[config.mk]
export PLATFORM = sky130hd
export DESIGN_NAME = scaled_addr_gen
export DESIGN_NICKNAME = d
export VERILOG_FILES = /design/src/rtl/agu_pkg.sv /design/src/rtl/agu_ctrl.sv /design/src/rtl/agu_datapath.sv /design/src/rtl/scaled_addr_gen.sv
export SDC_FILE = /design/constraint.sdc
export NUM_CORES = 1
export LEC_CHECK = 0
export CAP_MARGIN = 25
export CELL_PAD_IN_SITES_DETAIL_PLACEMENT = 1
export CELL_PAD_IN_SITES_GLOBAL_PLACEMENT = 1
export CORE_MARGIN = 5
export CORE_UTILIZATION = 36
export DETAILED_ROUTE_END_ITERATION = 10
export PLACE_DENSITY = 0.94
export SLEW_MARGIN = 10
export SYNTH_ARGS = -nofsm -noshare
export SYNTH_HDL_FRONTEND = slang
export SYNTH_HIERARCHICAL = 1
export SYNTH_SLANG_ARGS = --single-unit
export TNS_END_PERCENT = 50
[constraint.sdc]
create_clock -name clk -period 7.3 [get_ports clk]
set_input_delay 0.73 -clock clk [delete_from_list [all_inputs] [get_ports clk]]
set_output_delay 0.73 -clock clk [all_outputs]
set_load 0.01 [all_outputs]
[src/rtl/agu_pkg.sv]
package agu_pkg;

  typedef enum logic [2:0] {
    MODE_IMM    = 3'd0,
    MODE_ABS    = 3'd1,
    MODE_REGIND = 3'd2,
    MODE_REGOFF = 3'd3,
    MODE_IPREL  = 3'd4,
    MODE_SIB    = 3'd5
  } agu_mode_e;

  // Strobes from the mode decoder into the adder datapath
  typedef struct packed {
    logic addrReq;
    logic immReq;
    logic useBase;
    logic useIndex;
    logic useDisp;
    logic useIp;
    logic useAbs;
  } agu_strobe_t;

endpackage

[src/rtl/agu_ctrl.sv]
module agu_ctrl
  import agu_pkg::*;
(
  input  logic        clk,
  input  logic        rstN,
  input  logic        reqValid,
  input  logic [2:0]  mode,
  output agu_strobe_t strobe
);

  always_comb begin
    strobe = '0;
    if (reqValid) begin
      case (mode)
        MODE_IMM: strobe.immReq = 1'b1;
        MODE_ABS: begin
          strobe.addrReq = 1'b1;
          strobe.useAbs  = 1'b1;
        end
        MODE_REGIND: begin
          strobe.addrReq = 1'b1;
          strobe.useBase = 1'b1;
        end
        MODE_REGOFF: begin
          strobe.addrReq = 1'b1;
          strobe.useBase = 1'b1;
          strobe.useDisp = 1'b1;
        end
        MODE_IPREL: begin
          strobe.addrReq = 1'b1;
          strobe.useIp   = 1'b1;
          strobe.useDisp = 1'b1;
        end
        MODE_SIB: begin
          strobe.addrReq  = 1'b1;
          strobe.useBase  = 1'b1;
          strobe.useIndex = 1'b1;
          strobe.useDisp  = 1'b1;
        end
        default: strobe = '0;
      endcase
    end
  end

  // absolute mode never mixes with adder terms
  assert_abs_alone_R1: assert property (@(posedge clk) disable iff (!rstN)
    strobe.useAbs |-> !(strobe.useBase || strobe.useIndex || strobe.useDisp || strobe.useIp));

  // an immediate request never also asks for an address
  assert_imm_excl_R7: assert property (@(posedge clk) disable iff (!rstN)
    $onehot0({strobe.addrReq, strobe.immReq}));

  // next-instruction term and base term never both selected
  assert_ip_no_base_R5: assert property (@(posedge clk) disable iff (!rstN)
    strobe.useIp |-> !strobe.useBase);

endmodule

[src/rtl/agu_datapath.sv]
module agu_datapath
  import agu_pkg::*;
#(
  parameter int ADDR_W  = 64,
  parameter int DISP_W  = 32,
  parameter int SCALE_W = 2
) (
  input  logic               clk,
  input  logic               rstN,
  input  agu_strobe_t        strobe,
  input  logic [ADDR_W-1:0]  baseVal,
  input  logic [ADDR_W-1:0]  indexVal,
  input  logic [SCALE_W-1:0] scaleCode,
  input  logic [DISP_W-1:0]  dispVal,
  input  logic [ADDR_W-1:0]  nextIp,
  input  logic [ADDR_W-1:0]  constField,
  output logic [ADDR_W-1:0]  effAddr,
  output logic               addrValid,
  output logic [ADDR_W-1:0]  immOut,
  output logic               immValid
);

  localparam int SCALE_N = 1 << SCALE_W;
  localparam int EXT_W   = ADDR_W - DISP_W;

  logic [ADDR_W-1:0] shiftOpt [SCALE_N];
  logic [ADDR_W-1:0] scaledIdx;
  logic [ADDR_W-1:0] dispExt;
  logic [ADDR_W-1:0] termBase, termIdx, termDisp, termIp;
  logic [ADDR_W-1:0] sumAddr, nextAddr;

  // One fixed shifter per scale code; the code picks among them
  for (genvar g = 0; g < SCALE_N; g++) begin : g_scale
    assign shiftOpt[g] = indexVal << g;
  end

  assign scaledIdx = shiftOpt[scaleCode];
  assign dispExt   = {{EXT_W{dispVal[DISP_W-1]}}, dispVal};

  always_comb begin
    termBase = strobe.useBase  ? baseVal   : '0;
    termIdx  = strobe.useIndex ? scaledIdx : '0;
    termDisp = strobe.useDisp  ? dispExt   : '0;
    termIp   = strobe.useIp    ? nextIp    : '0;
    sumAddr  = termBase + termIdx + termDisp + termIp;
    nextAddr = strobe.useAbs ? constField : sumAddr;
  end

  always_ff @(posedge clk) begin
    if (!rstN) begin
      effAddr   <= '0;
      addrValid <= 1'b0;
      immOut    <= '0;
      immValid  <= 1'b0;
    end else begin
      addrValid <= strobe.addrReq;
      immValid  <= strobe.immReq;
      if (strobe.addrReq) effAddr <= nextAddr;
      if (strobe.immReq)  immOut  <= constField;
    end
  end

  // the two result flags never rise together
  assert_flags_excl_R10: assert property (@(posedge clk) disable iff (!rstN)
    $onehot0({addrValid, immValid}));

  // an immediate result leaves the address register alone
  assert_imm_keeps_addr_R7: assert property (@(posedge clk) disable iff (!rstN)
    immValid |-> $stable(effAddr));

endmodule

[src/rtl/scaled_addr_gen.sv]
module scaled_addr_gen
  import agu_pkg::*;
#(
  parameter int ADDR_W  = 64,
  parameter int DISP_W  = 32,
  parameter int SCALE_W = 2
) (
  input  logic               clk,
  input  logic               rstN,
  input  logic               reqValid,
  input  logic [2:0]         mode,
  input  logic [ADDR_W-1:0]  baseVal,
  input  logic [ADDR_W-1:0]  indexVal,
  input  logic [SCALE_W-1:0] scaleCode,
  input  logic [DISP_W-1:0]  dispVal,
  input  logic [ADDR_W-1:0]  nextIp,
  input  logic [ADDR_W-1:0]  constField,
  output logic [ADDR_W-1:0]  effAddr,
  output logic               addrValid,
  output logic [ADDR_W-1:0]  immOut,
  output logic               immValid
);

  localparam int EXT_W = ADDR_W - DISP_W;

  agu_strobe_t strobe;

  agu_ctrl u_ctrl (
    .clk      (clk),
    .rstN     (rstN),
    .reqValid (reqValid),
    .mode     (mode),
    .strobe   (strobe)
  );

  agu_datapath #(
    .ADDR_W  (ADDR_W),
    .DISP_W  (DISP_W),
    .SCALE_W (SCALE_W)
  ) u_dp (
    .clk        (clk),
    .rstN       (rstN),
    .strobe     (strobe),
    .baseVal    (baseVal),
    .indexVal   (indexVal),
    .scaleCode  (scaleCode),
    .dispVal    (dispVal),
    .nextIp     (nextIp),
    .constField (constField),
    .effAddr    (effAddr),
    .addrValid  (addrValid),
    .immOut     (immOut),
    .immValid   (immValid)
  );

  // memory-mode request yields an address one cycle later
  assert_addr_latency_R1: assert property (@(posedge clk) disable iff (!rstN)
    (reqValid && mode >= 3'd1 && mode <= 3'd5) |=> addrValid);

  // idle or reserved request leaves both flags low
  assert_idle_quiet_R10: assert property (@(posedge clk) disable iff (!rstN)
    (!reqValid || mode >= 3'd6) |=> (!addrValid && !immValid));

  // register-indirect returns the base unchanged
  assert_regind_R3: assert property (@(posedge clk) disable iff (!rstN)
    (reqValid && mode == 3'd2) |=> effAddr == $past(baseVal));

  // absolute mode returns the constant field
  assert_abs_R6: assert property (@(posedge clk) disable iff (!rstN)
    (reqValid && mode == 3'd1) |=> effAddr == $past(constField));

  // next-instruction-relative sum
  assert_iprel_R5: assert property (@(posedge clk) disable iff (!rstN)
    (reqValid && mode == 3'd4) |=>
      effAddr == $past(nextIp) + {{EXT_W{$past(dispVal[DISP_W-1])}}, $past(dispVal)});

  // immediate passes through with its own flag
  assert_imm_R7: assert property (@(posedge clk) disable iff (!rstN)
    (reqValid && mode == 3'd0) |=> (immValid && !addrValid && immOut == $past(constField)));

endmodule

==> results of run 1 <==
==> registers in the layout (all words and copies together) (netlist names) <==
signal / count
u_dp/addrValid: 1
u_dp/immOut: 64
u_dp/immValid: 1
u_dp/effAddr: 64
==> metrics by stage <==
stage | instances | hold WS (ns) | instance area [um^2] | setup slack [ns] | utilization, %
4_1_cts | 2712 | 0.496 | 20400 | 1.11 | 48.9
2_1_floorplan | 1822 | 0.490 | 15200 | 1.55 | -
6_report | 2715 | 0.486 | 20500 | 1.06 | 48.9
3_5_place_dp | 2681 | 0.484 | 19800 | 0.674 | 47.4
3_3_place_gp | 2681 | 0.461 | 19800 | 0.812 | 47.4
5_1_grt | 2715 | 0.517 | 20500 | 0.678 | 48.9
==> cell usage in the layout (no fill, tap or decap), types with 21 or more instances in the layout <==
master | Yosys | layout
o211ai_1 | 24 | 24
xor2_1 | 21 | 21
ha_1 | 63 | 63
mux2i_1 | 81 | 81
mux4_2 | 60 | 60
clkdlybuf4s50_1 | 0 | 423
and2_1 | 165 | 165
fa_1 | 126 | 126
nor2_1 | 133 | 133
a31oi_1 | 24 | 24
a21o_1 | 25 | 25
nand2_1 | 141 | 141
xnor2_1 | 36 | 36
inv_1 | 237 | 237
dfxtp_1 | 130 | 130
a21oi_1 | 121 | 121
o21ai_0 | 84 | 84
==> worst max-delay path, cell delays in order <==
cell	delay, ns
clkdlybuf4s50_1	0.62
and4b_1	0.38
buf_4	0.40
nor3b_1	0.41
fa_1	0.49
inv_1	0.08
fa_1	0.41
inv_1	0.08
ha_1	0.19
inv_1	0.08
fa_1	0.46
nand2b_1	0.20
a21oi_1	0.25
o2111ai_1	0.17
nand3_1	0.21
a31oi_2	0.21
o31ai_2	0.57
nor4_1	0.13
a31oi_1	0.21
o311ai_1	0.14
o22ai_1	0.14
==> layer usage <==
layer  up-vias  global-route usage (%)  part of all wire [%]
met2       489                    41.8                    47
li1       6808                       -                     -
met4         4                    7.30                   2.4
met3        76                    4.02                   5.4
met5         -                       0                 0.044
met1      7368                    34.5                    45
==> cell families (layout without fill, tap and decap cells) <==
family                     count (synthesis)  in the layout
buffers and inverters                    361            712
other                                      0              3
adders and majority gates                189            189
and+or+nand+nor                          568            568
muxes                                    144            144
xor gates and xnor gates                  57             57
DFF                                      130            130
AOI/OAI and AO/OA                        373            373
==> area by class of cell <==
cell class | count | area [um^2]
Antenna cell | 3 | 7.51
Clock inverter | 12 | 156
Timing Repair Buffer | 443 | 4380
Multi-Input combinational cell | 1331 | 11300
Tap cell | 539 | 674
Inverter | 238 | 893
Sequential cell | 130 | 2600
Fill cell | 4917 | 21400
Clock buffer | 19 | 453
==> worst max path at each step <==
stage | start | end | slack [ns] | cells past startpoint
floorplan | scaleCode[0] | u_dp/effAddr[57]$_SDFFE_PN0P_ | 1.55 | 20
global placement | mode[1] | u_dp/effAddr[63]$_SDFFE_PN0P_ | 0.81 | 21
detailed placement | mode[1] | u_dp/effAddr[63]$_SDFFE_PN0P_ | 0.67 | 21
CTS | mode[1] | u_dp/effAddr[59]$_SDFFE_PN0P_ | 1.11 | 21
global route | mode[1] | u_dp/effAddr[63]$_SDFFE_PN0P_ | 0.68 | 21
finish | mode[1] | u_dp/effAddr[59]$_SDFFE_PN0P_ | 1.06 | 21
==> power by group <==
group	switching (mW)	total, mW	internal [mW]
sequential	0.0203	0.766	0.746
clock	0.332	0.886	0.554
combinational	0.476	0.906	0.430
==> out/metrics.yaml, run 1 <==
wirelength_um: 60800
timing.fmax_mhz: 160
cp-end-kind: "flip-flop"
synthArstFlopShare_pct: 0
clock_latency_ns: 0.42
ys_warn_count: 6
ys_seq_elements: 130
drt_iter0_drc: 951
place_congestion: 0.949
die_w_um: 216
wl_per_cell_um: 22.4
drc: 0
hold_violations: 0
total_power_mw: 2.56
post-cts-setup-buffers: 0
status: "complete, no violations"
arrival_ns: 6.57
final.min_clock_period_ns: 6.24
cts-resized-gates: 0
vias_per_cell: 5.43
yosysUniqueCellTypes: 80
synthTopCellsByCount: "inv_1 (237), and2_1 (165), nand2_1 (141)"
grt.overflow.total: 0
grt_setup_unrepaired: "false"
r2r_cells: 3
rows: 75
synth_area_um2: 15200
tritoncts: "yes"
synth_top_family_by_area: "adder cells"
antenna_found_initial: 5
tightestPinTransition_ns: 0.988
critPathMaxFanout: 64
ant_nets: 0
area_delta_synth_final_pct: 34.4
synth_edf_count: 0
drive_gt1_share_pct: 6.44
fin_crit_sh_pct: 85.4
synthXorXnorAreaFrac_pct: 3.28
relSlewSlack_pct: 34.0
fin_nets: 2646
critical_path_class: "in2reg"
setup_viol_count_final: 0
clock_sinks: 130
yosysSeqAreaShare_pct: 17.1
clockRootBuffer: "clkbuf_16"
grt_usage_pct: 25.3
cts_buffers: 17
reg2reg_to: "u_dp/effAddr[48]$_SDFFE_PN0P_"
synthAdderAreaFrac_pct: 21.8
dr.pass1.iters: 5
io_pins: 426
reg2reg_slack_ns: 6.37
drv_slew: 0
drv_cap: 0
die_area_um2: 46500
powerDensity_nw_per_um2: 125
clock_skew_ns: 0
synth_top_area_share_pct: 17.1
core_area_um2: 41900
vdd_ir_drop_max_mv: 0.122
leakagePower_nw: 8.38
synthMuxAreaShare_pct: 14.5
dp_hpwl_um: 51300
cts-htree-levels: 4
synth_top_area_cell: "dfxtp_1"
synthCells: 1822
clk_path_buf_depth: 2
syn_area_per_cell_um2: 8.35
fin_setup_tns_ns: 0
num_vias: 14745
synthTopCellsByArea: "dfxtp_1 (17%), fa_1 (17%), mux4_2 (8.9%), and2_1 (6.8%), inv_1 (5.8%)"
start_util_pct: 36.4
grt_max_degree: 86
synth_fp_nets: 2307
port_buffers: 425
holdPathEnd: "u_dp/effAddr[1]$_SDFFE_PN0P_"
hp-start: "u_dp/effAddr[1]$_SDFFE_PN0P_"
synth-compound-area-share_pct: 15.4
die_h_um: 216
synth.most_common_cell: "inv_1"
worstHoldPathCells: 2
start_kind: "input port"
grt_pass1_vias: 16005
grt_pass1_wl_um: 94000
synth-simple-area-share_pct: 18.9
cts.clk_slew.worst_paths_ns: 0.06
hp-class: "reg2reg"
synth_top_flop_cell: "dfxtp_1"
cts_hold_buf: 0
cp.required_ns: 7.64
timing.rr.start: "u_dp/effAddr[48]$_SDFFE_PN0P_"
Power figures use the tool's default switching activity.
==> inputs of run 2 (changes only) <==
- SKIP_LAST_GASP: default -> 1
==> results of run 2 <==
Final layout, timing and power as in run 1 (identical DEF).
